<file path="config.mk">
export PLATFORM = sky130hd
export DESIGN_NAME = irq_route_bank
export DESIGN_NICKNAME = d
export VERILOG_FILES = /design/src/rtl/irq_route_pkg.sv /design/src/rtl/irq_route_ctrl.sv /design/src/rtl/irq_route_dp.sv /design/src/rtl/irq_route_bank.sv
export SDC_FILE = /design/constraint.sdc
export NUM_CORES = 1
export LEC_CHECK = 0
export BUFFER_PORTS_ARGS = -buffer_cell sky130_fd_sc_hd__buf_4
export CORE_ASPECT_RATIO = 0.9
export CORE_UTILIZATION = 35
export CTS_CLUSTER_SIZE = 24
export DETAILED_ROUTE_END_ITERATION = 10
export PLACE_DENSITY = 0.54
export SYNTH_ARGS = -nofsm -noshare
export SYNTH_HDL_FRONTEND = slang
export SYNTH_SLANG_ARGS = --single-unit
</file>
<file path="constraint.sdc">
create_clock -name clk -period 3.1 [get_ports clk]
set_input_delay 0.62 -clock clk [delete_from_list [all_inputs] [get_ports clk]]
set_output_delay 0.62 -clock clk [all_outputs]
set_load 0.05 [all_outputs]
</file>
<file path="src/rtl/irq_route_pkg.sv">
package irq_route_pkg;
  localparam int BUS_W = 32;

  // Word offsets of the register map
  localparam int OFS_IRQ_STAT = 0;
  localparam int OFS_FIQ_STAT = 1;
  localparam int OFS_RAW      = 2;
  localparam int OFS_SEL      = 3;
  localparam int OFS_EN_SET   = 4;
  localparam int OFS_EN_CLR   = 5;
  localparam int OFS_SW_SET   = 6;
  localparam int OFS_SW_CLR   = 7;
  localparam int OFS_PROT     = 8;

  typedef enum logic [3:0] {
    RD_NONE, RD_IRQ, RD_FIQ, RD_RAW, RD_SEL, RD_EN, RD_SOFT, RD_PROT, RD_ID
  } rdSel_e;

  typedef struct packed {
    logic       selWr;
    logic       enSet;
    logic       enClr;
    logic       softSet;
    logic       softClr;
    logic       protWr;
    rdSel_e     rdSel;
    logic [2:0] idIdx;
  } ctlBus_t;

  function automatic logic [7:0] idByte(input logic [2:0] idx);
    logic [7:0] b;
    case (idx)
      3'd0: b = 8'h90;
      3'd1: b = 8'h11;
      3'd2: b = 8'h04;
      3'd3: b = 8'h00;
      3'd4: b = 8'h0D;
      3'd5: b = 8'hF0;
      3'd6: b = 8'h05;
      default: b = 8'hB1;
    endcase
    return b;
  endfunction
endpackage

</file>
<file path="src/rtl/irq_route_ctrl.sv">
module irq_route_ctrl
  import irq_route_pkg::*;
#(
  parameter int ADDR_W = 10
) (
  input  logic              clk,
  input  logic              rst_n,
  input  logic [ADDR_W-1:0] busAddr,
  input  logic              busWrEn,
  input  logic              busRdEn,
  output ctlBus_t           ctl,
  output logic              busErr
);
  logic idHit;
  logic rdMapped;
  logic wrMapped;

  // identification block occupies the top eight words
  assign idHit = (busAddr[ADDR_W-1:3] == '1);

  always_comb begin
    ctl       = '0;
    ctl.idIdx = busAddr[2:0];
    rdMapped  = 1'b0;
    wrMapped  = 1'b0;
    if (busRdEn) begin
      rdMapped = 1'b1;
      case (busAddr)
        ADDR_W'(OFS_IRQ_STAT): ctl.rdSel = RD_IRQ;
        ADDR_W'(OFS_FIQ_STAT): ctl.rdSel = RD_FIQ;
        ADDR_W'(OFS_RAW):      ctl.rdSel = RD_RAW;
        ADDR_W'(OFS_SEL):      ctl.rdSel = RD_SEL;
        ADDR_W'(OFS_EN_SET):   ctl.rdSel = RD_EN;
        ADDR_W'(OFS_SW_SET):   ctl.rdSel = RD_SOFT;
        ADDR_W'(OFS_PROT):     ctl.rdSel = RD_PROT;
        default: begin
          if (idHit) ctl.rdSel = RD_ID;
          else       rdMapped  = 1'b0;
        end
      endcase
    end
    if (busWrEn) begin
      wrMapped = 1'b1;
      case (busAddr)
        ADDR_W'(OFS_IRQ_STAT): ;  // read-only status, write dropped quietly
        ADDR_W'(OFS_SEL):      ctl.selWr   = 1'b1;
        ADDR_W'(OFS_EN_SET):   ctl.enSet   = 1'b1;
        ADDR_W'(OFS_EN_CLR):   ctl.enClr   = 1'b1;
        ADDR_W'(OFS_SW_SET):   ctl.softSet = 1'b1;
        ADDR_W'(OFS_SW_CLR):   ctl.softClr = 1'b1;
        ADDR_W'(OFS_PROT):     ctl.protWr  = 1'b1;
        default:               wrMapped    = 1'b0;
      endcase
    end
  end

  always_ff @(posedge clk) begin
    if (!rst_n) busErr <= 1'b0;
    else        busErr <= (busRdEn && !rdMapped) || (busWrEn && !wrMapped);
  end

  // at most one write strobe per cycle
  p_one_wr_strobe_r3: assert property (@(posedge clk) disable iff (!rst_n)
    $onehot0({ctl.selWr, ctl.enSet, ctl.enClr, ctl.softSet, ctl.softClr, ctl.protWr}));

  // quiet write to offset 0 never flags
  p_wr0_no_err_r8: assert property (@(posedge clk) disable iff (!rst_n)
    (busWrEn && !busRdEn && busAddr == '0) |=> !busErr);

  // error only follows a bus access
  p_err_after_access_r10: assert property (@(posedge clk) disable iff (!rst_n)
    busErr |-> $past(busRdEn || busWrEn));
endmodule

</file>
<file path="src/rtl/irq_route_dp.sv">
module irq_route_dp
  import irq_route_pkg::*;
#(
  parameter int NUM_SRC = 32
) (
  input  logic               clk,
  input  logic               rst_n,
  input  ctlBus_t            ctl,
  input  logic [BUS_W-1:0]   wrData,
  input  logic [NUM_SRC-1:0] reqIn,
  output logic [BUS_W-1:0]   rdData,
  output logic [NUM_SRC-1:0] irqVec,
  output logic [NUM_SRC-1:0] fiqVec,
  output logic               irqOut,
  output logic               fiqOut
);
  logic [NUM_SRC-1:0] selReg, enReg, softReg, rawVec, wBits;
  logic               protReg;

  assign wBits  = wrData[NUM_SRC-1:0];
  assign rawVec = reqIn | softReg;
  assign irqVec = rawVec & enReg & ~selReg;
  assign fiqVec = rawVec & selReg;

  always_ff @(posedge clk) begin
    if (!rst_n) begin
      selReg  <= '0;
      enReg   <= '0;
      softReg <= '0;
      protReg <= 1'b0;
      irqOut  <= 1'b0;
      fiqOut  <= 1'b0;
    end else begin
      if (ctl.selWr)        selReg  <= wBits;
      if (ctl.enSet)        enReg   <= enReg | wBits;
      else if (ctl.enClr)   enReg   <= enReg & ~wBits;
      if (ctl.softSet)      softReg <= softReg | wBits;
      else if (ctl.softClr) softReg <= softReg & ~wBits;
      if (ctl.protWr)       protReg <= wrData[0];
      irqOut <= |irqVec;
      fiqOut <= |fiqVec;
    end
  end

  always_comb begin
    case (ctl.rdSel)
      RD_IRQ:  rdData = BUS_W'(irqVec);
      RD_FIQ:  rdData = BUS_W'(fiqVec);
      RD_RAW:  rdData = BUS_W'(rawVec);
      RD_SEL:  rdData = BUS_W'(selReg);
      RD_EN:   rdData = BUS_W'(enReg);
      RD_SOFT: rdData = BUS_W'(softReg);
      RD_PROT: rdData = BUS_W'(protReg);
      RD_ID:   rdData = BUS_W'(idByte(ctl.idIdx));
      default: rdData = '0;
    endcase
  end

  // set address leaves every written one set
  p_en_set_r3: assert property (@(posedge clk) disable iff (!rst_n)
    ctl.enSet |=> ((enReg & $past(wBits)) == $past(wBits)));

  // clear address leaves every written one clear
  p_soft_clr_r4: assert property (@(posedge clk) disable iff (!rst_n)
    ctl.softClr |=> ((softReg & $past(wBits)) == '0));

  // select holds without its strobe
  p_sel_hold_r4: assert property (@(posedge clk) disable iff (!rst_n)
    !ctl.selWr |=> $stable(selReg));

  // protection keeps bit 0 of the write
  p_prot_bit_r5: assert property (@(posedge clk) disable iff (!rst_n)
    ctl.protWr |=> (protReg == $past(wrData[0])));

  // no source is routed to both lines
  p_route_disjoint_r2: assert property (@(posedge clk) disable iff (!rst_n)
    (irqVec & fiqVec) == '0);
endmodule

</file>
<file path="src/rtl/irq_route_bank.sv">
module irq_route_bank
  import irq_route_pkg::*;
#(
  parameter int NUM_SRC = 32,
  parameter int ADDR_W  = 10
) (
  input  logic               clk,
  input  logic               rst_n,
  input  logic [ADDR_W-1:0]  busAddr,
  input  logic               busWrEn,
  input  logic               busRdEn,
  input  logic [BUS_W-1:0]   busWrData,
  output logic [BUS_W-1:0]   busRdData,
  output logic               busErr,
  input  logic [NUM_SRC-1:0] reqIn,
  output logic               irqOut,
  output logic               fiqOut,
  output logic [NUM_SRC-1:0] irqStatusVec
);
  ctlBus_t            ctl;
  logic [NUM_SRC-1:0] fiqVec;

  irq_route_ctrl #(.ADDR_W(ADDR_W)) ctrl_i (
    .clk(clk), .rst_n(rst_n), .busAddr(busAddr), .busWrEn(busWrEn),
    .busRdEn(busRdEn), .ctl(ctl), .busErr(busErr)
  );

  irq_route_dp #(.NUM_SRC(NUM_SRC)) dp_i (
    .clk(clk), .rst_n(rst_n), .ctl(ctl), .wrData(busWrData), .reqIn(reqIn),
    .rdData(busRdData), .irqVec(irqStatusVec), .fiqVec(fiqVec),
    .irqOut(irqOut), .fiqOut(fiqOut)
  );
endmodule

</file>
==> results of run 1 <==
[cells in the mapped netlist, drive strengths merged, types with 2 or more instances]
library cell	instances
a222oi	16
o21ai	79
dfxtp	100
nand3	8
and2	3
nand2b	2
a21oi	139
nor3b	47
a32oi	2
inv	7
a31oi	16
o311ai	2
buf	34
clkbuf	35
o22ai	11
nor4b	4
nand4	13
or3	2
nand3b	2
a211oi	2
nor2	65
and4	2
mux2i	3
nor3	7
a221oi	4
or4	2
nor2b	2
nand2	87
nor4	15
a22oi	12
a311oi	64
[what timing repair did]
item,CTS,global route
gates resized for setup,4,4
pin swaps,4,1
endpoints found under the setup margin,17,14
endpoints found under the hold margin,0,0
buffers inserted,4,0
[worst max-delay path, delay by kind of cell]
| family | cells | cell delay, ps |
|---|---|---|
| and+or+nand+nor | 3 | 1040 |
| buffers and inverters | 4 | 600 |
| AOI/OAI and AO/OA | 2 | 160 |
[per-layer routing]
layer	track usage	wire length, um
met5	0	0
met4	0.101	646
met3	0.0662	2060
met1	0.382	11300
met2	0.457	12000
[through the flow]
step	area [um^2]	utilization	power, mW	cells	hold slack, ps
CTS	8300	0.483	2.72	1184	471
floorplan	6400	-	1.42	804	459
global placement	7970	0.464	1.60	1164	483
finish	8310	0.484	2.71	1184	478
global route	8310	0.484	2.80	1184	476
detailed placement	7970	0.464	1.60	1164	489
[logic make-up (layout without fill, tap and decap cells)]
group,count (synthesis),after routing,synth area share
DFF,100,100,0.320
buffers and inverters,76,221,0.0581
xor gates and xnor gates,1,1,0.00140
muxes,3,3,0.00480
AOI/OAI and AO/OA,358,358,0.389
and+or+nand+nor,266,266,0.227
[cell type report]
class	instances	share of cell area
clock inverters	5	0.00497
flip-flops and latches	100	0.241
clock buffers	11	0.0292
well taps	235	0.0354
multi-input cells	628	0.489
repair buffers	198	0.197
inverters	7	0.00316
[final timing paths]
check                            startpoint                   endpoint  depth (start not counted)
setup / recovery                 busAddr[5]               busRdData[0]                          9
hold / removal                busWrData[10]                  flip-flop                          2
setup reg to reg                  flip-flop     dp_i.irqOut$_SDFF_PN0_                          6
hold reg to reg   dp_i.protReg$_SDFFE_PN0P_  dp_i.protReg$_SDFFE_PN0P_                          2
[report_power, final]
part	internal, mW	leakage (nW)	total (mW)	switching [mW]
Combinational	0.114	1.85	0.296	0.182
Sequential	1.28	0.805	1.29	0.00116
Clock	0.577	0.133	1.13	0.553
Total	1.98	2.78	2.71	0.737
==> run metrics, run 1 <==
Placeable Area=17200 um^2; worst-path cell chain=buf_4 -> or4_4 -> nor3_4 -> buf_4 -> buf_6 -> a31oi_1 -> or3_1 -> o211ai_1 -> buf_4; PD cells=roughly 330 nW/um^2; Rows=45; fin. max-slew vios=0; kind of critical path=in -> out; CP max stage cell=or4_4; H-tree levels=3; Slew headroom=0.471; Post-synth EDFFs=0; Seq cells post-synth=100; number of DRC markers in iteration 0=658; Area contributors post-synth=dfxtp_1, a21oi_1, a311oi_1; global-route wire length before repair=approximately 40 mm; vias post-DR=about 7.3k; Tightest Hold Check Type=in -> reg; crit end category=output port; post-synth top area cell=dfxtp_1; top-level I/O count=~150; most common cell after layout, fill and taps aside=buf_4; clk sink count=100; Seq/Total Area, Yosys=0.320; TritonCTS clock tree=done; main flop type after synthesis=dfxtp_1; DRC=0; CTS Root Cell=clkbuf_16; Layout area overhead=33.0%; clk slew on worst S/H paths=about 70 ps; dpl ws=-69.0 ps; Avg Synthesized Cell Area=just under 8 um^2; Ys Warns=0; clock tree buffer depth=2; antenna violations before repair=0; Max VDD drop=roughly 240 uV; Synth top area share=0.320; Die Wd=between 100 and 150 um; Via density=approximately 6.1; maximum capacitance violations=0; Worst Path Required=roughly 2500 ps; Post-Syn Area=between 6000 and 7000 um^2; critical path's most frequent cell=buf_4; Leak=2.78 nW; synth unique cells=62; Die Y=between 100 and 150 um; Ant. Diodes=0; multi-input logic area=approximately 4100 um^2; Slew @ Worst Pin=around 800 ps; total negative setup slack=0 ps; Final setup viols=0; worst-skew pair later-pin latency=370 ps; Total Wirelength=around 26 mm; Die ar.=between 15000 and 20000 um^2; Max FO, Critical Path=3; Final Hold Vio Count=0; Fmax=approximately 330 MHz; clock period minus worst slack=between 3000 and 4000 ps; vias in the first global route=between 6k and 7k; Starting Density=0.364; DRT antenna net count=0; largest net degree at the start of global routing=65; WL/cell=21.9 um; I/O Buffers=around 140; Fillers=around 1.7k; asr flop ratio synth=0; CP arrival=between 2000 and 2500 ps; CTS Buf Count=9; final net count=about 1.0k; startpoint types=primary input; routability cong.=between 0.8 and 0.9; post-synthesis cell count=about 800; most frequent cells in the layout=buf_4, a21oi_1, dfxtp_1; post-DP HPWL=about 18 mm; RSZ-0062 raised after global routing=yes; reg-to-reg slack, setup=roughly 1400 ps; TritonRoute pass-1 iters=5; share of layout cells above drive strength 1=0.316; Final WS setup=48.8 ps; grt total ovfl=0; crit-path max cell delay=550 ps; post-synthesis net count=between 800 and 900; FF/Latch Area=between 2000 and 2500 um^2; # hold bufs at CTS=0; Fin Clk Skew=10.6 ps; GRT Overall Usage=0.288; Final period util=0.984; status=finished clean
Note: power is estimated with default switching activity, not from simulation.
==> run 2, diff against run 1 <==
--- a/config.mk
+++ b/config.mk
@@ -10,6 +10,7 @@
 export CORE_UTILIZATION = 35
 export CTS_CLUSTER_SIZE = 24
 export DETAILED_ROUTE_END_ITERATION = 10
+export MAX_ROUTING_LAYER = met4
 export PLACE_DENSITY = 0.54
 export SYNTH_ARGS = -nofsm -noshare
 export SYNTH_HDL_FRONTEND = slang
==> run 2 against run 1 <==
Sequential power about the same. Via count fell by 0.40%. Critical path depth down 2. Clock power up 9.7%. Sequential share of layout area decreased by 0.14 points. Highest routed layer unchanged. Utilization up 0.28 points. Non-clock buffer count fell by 3. Critical endpoint is now busRdData[4].
==> run metrics, run 2 (synthesis gave the netlist of run 1 again) <==
worst-skew pair later-pin latency=roughly 360 ps; Final period util=0.984; vias post-DR=approximately 7.2k; Tightest Hold Check Type=in -> reg; Sw Share=0.254; maximum capacitance violations=0; DRT antenna net count=0; CTS Root Cell=clkbuf_16; DP Area=approximately 8000 um^2; reg2reg end=dp_i.fiqOut$_SDFF_PN0_; clock period minus worst slack=between 3000 and 4000 ps; fin. max-slew vios=0; CP arrival=roughly 2400 ps; number of DRC markers in iteration 0=~700; launch point of the worst path=busAddr[4]; final non-filler cell total=about 1.2k; Via density=6.14; hold slack=between 400 and 500 ps; startpoint types=primary input; Total Wirelength=around 26 mm; Clk pwr share=0.440; Max VDD drop=241 uV; cell-internal power=about 2.1 mW; dpl ws=-44.1 ps; DRC=0; cell family with most CP delay=simple AND/OR/NAND/NOR gates; FF-to-FF path depth=4; Worst Hold Path Cells=2; combinational share of power=0.104; top-level I/O count=roughly 150; most frequent cells in the layout=buf_4, a21oi_1, dfxtp_1; Reg power frac=0.456; Die ar.=about 18000 um^2; kind of critical path=in -> out; global-route wire length before repair=39.0 mm; Final WS setup=slightly below 50 ps; Slew @ Worst Pin=roughly 740 ps; I/O Buffers=~140; GRT Overall Usage=0.292; clock tree buffer depth=2; share of layout cells above drive strength 1=0.316; Fmax=~330 MHz; Die Y=129 um; reg-to-reg slack, setup=between 1000 and 1500 ps; TritonRoute pass-1 iters=7; Slew headroom=0.505; Ant. Diodes=0; TritonCTS clock tree=done; Worst Path Buf+Inv=2; P_sw=716 uW; CP max stage cell=or4_4; clk sink count=100; H-tree levels=3; post-DP HPWL=around 19 mm; final instance area=approximately 8400 um^2; Final Hold Vio Count=0; worst-path cell chain=buf_4 -> or4_4 -> nor3_4 -> o2111ai_2 -> or3_1 -> nand3b_1 -> buf_6; vias in the first global route=6625; status=finished clean; Final setup viols=0; grt total ovfl=0; PD cells=between 300 and 400 nW/um^2; largest net degree at the start of global routing=99; Layout area overhead=33.8%; Starting Density=0.364; final net count=1019; Finished Core Util=0.487; Fin Clk Skew=6.68 ps; Rows=between 40 and 50; Max FO, Critical Path=4; CTS Buf Count=9; clk slew on worst S/H paths=about 70 ps; hold_sp=busWrData[12]; Placeable Area=around 17000 um^2; # placed instances=approximately 1.2k; Die Wd=roughly 140 um; antenna violations before repair=0; Leak=about 2.8 nW; crit end category=output port; WL/cell=around 22 um; most common cell after layout, fill and taps aside=buf_4; Worst Path Required=2480 ps; routability cong.=0.886; crit-path max cell delay=approximately 570 ps
==> run 2: cell types whose count changed in the layout (fill, tap and decap cells not counted), moves of 2 or more <==
cell	change
inv_6	-2
buf_6	+2
buf_4	-6
bufinv_16	+2
==> run 2: timing repair <==
item                                    in CTS  in global routing
pin swaps                                    1                  2
gates resized for setup                      1                 12
buffers inserted                             1                  2
endpoints found under the setup margin      10                 17
hold endpoints to repair                     0                  0
hold buffers                                 0                  0
==> run 2: area by class of cell <==
cell class              count  area [um^2]
clock buffers              10          229
clock inverters             5         85.1
fillers                  1700         8810
inverters                   7         26.3
multi-input cells         628         4090
flip-flops and latches    100         2000
well taps                 235          294
repair buffers            195         1640
==> run 2: worst max-delay path by stage <==
| stage | depth (start not counted) | to |
|---|---|---|
| finish | 7 | busRdData[4] |
| global route | 8 | busRdData[19] |
| CTS | 6 | busRdData[6] |
| detailed placement | 8 | busRdData[10] |
| global placement | 8 | busRdData[30] |
| floorplan | 4 | busRdData[6] |
==> run 2: power groups by stage <==
stage	Sequential (mW)	Combinational [mW]	Clock, mW
floorplan	1.32	0.104	0
global placement	1.32	0.281	0
detailed placement	1.32	0.285	0
CTS	1.29	0.286	1.26
global route	1.29	0.309	1.31
finish	1.29	0.293	1.24
==> run 2: metrics by stage <==
| stage | power [mW] | TNS [ps] |
|---|---|---|
| floorplan | 1.42 | -399 |
| global placement | 1.60 | -9.15 |
| detailed placement | 1.60 | -263 |
| CTS | 2.83 | -12.9 |
| global route | 2.90 | -0.695 |
| finish | 2.82 | 0 |
==> run 2: routing by layer <==
layer / vias to the layer above / GRT usage / part of all wire
met2: 278 / 0.463 / 0.47
met3: 34 / 0.0394 / 0.060
met5: - / - / 0
li1: 3400 / - / -
met4: 0 / 0.0886 / 0.019
met1: 3530 / 0.384 / 0.45
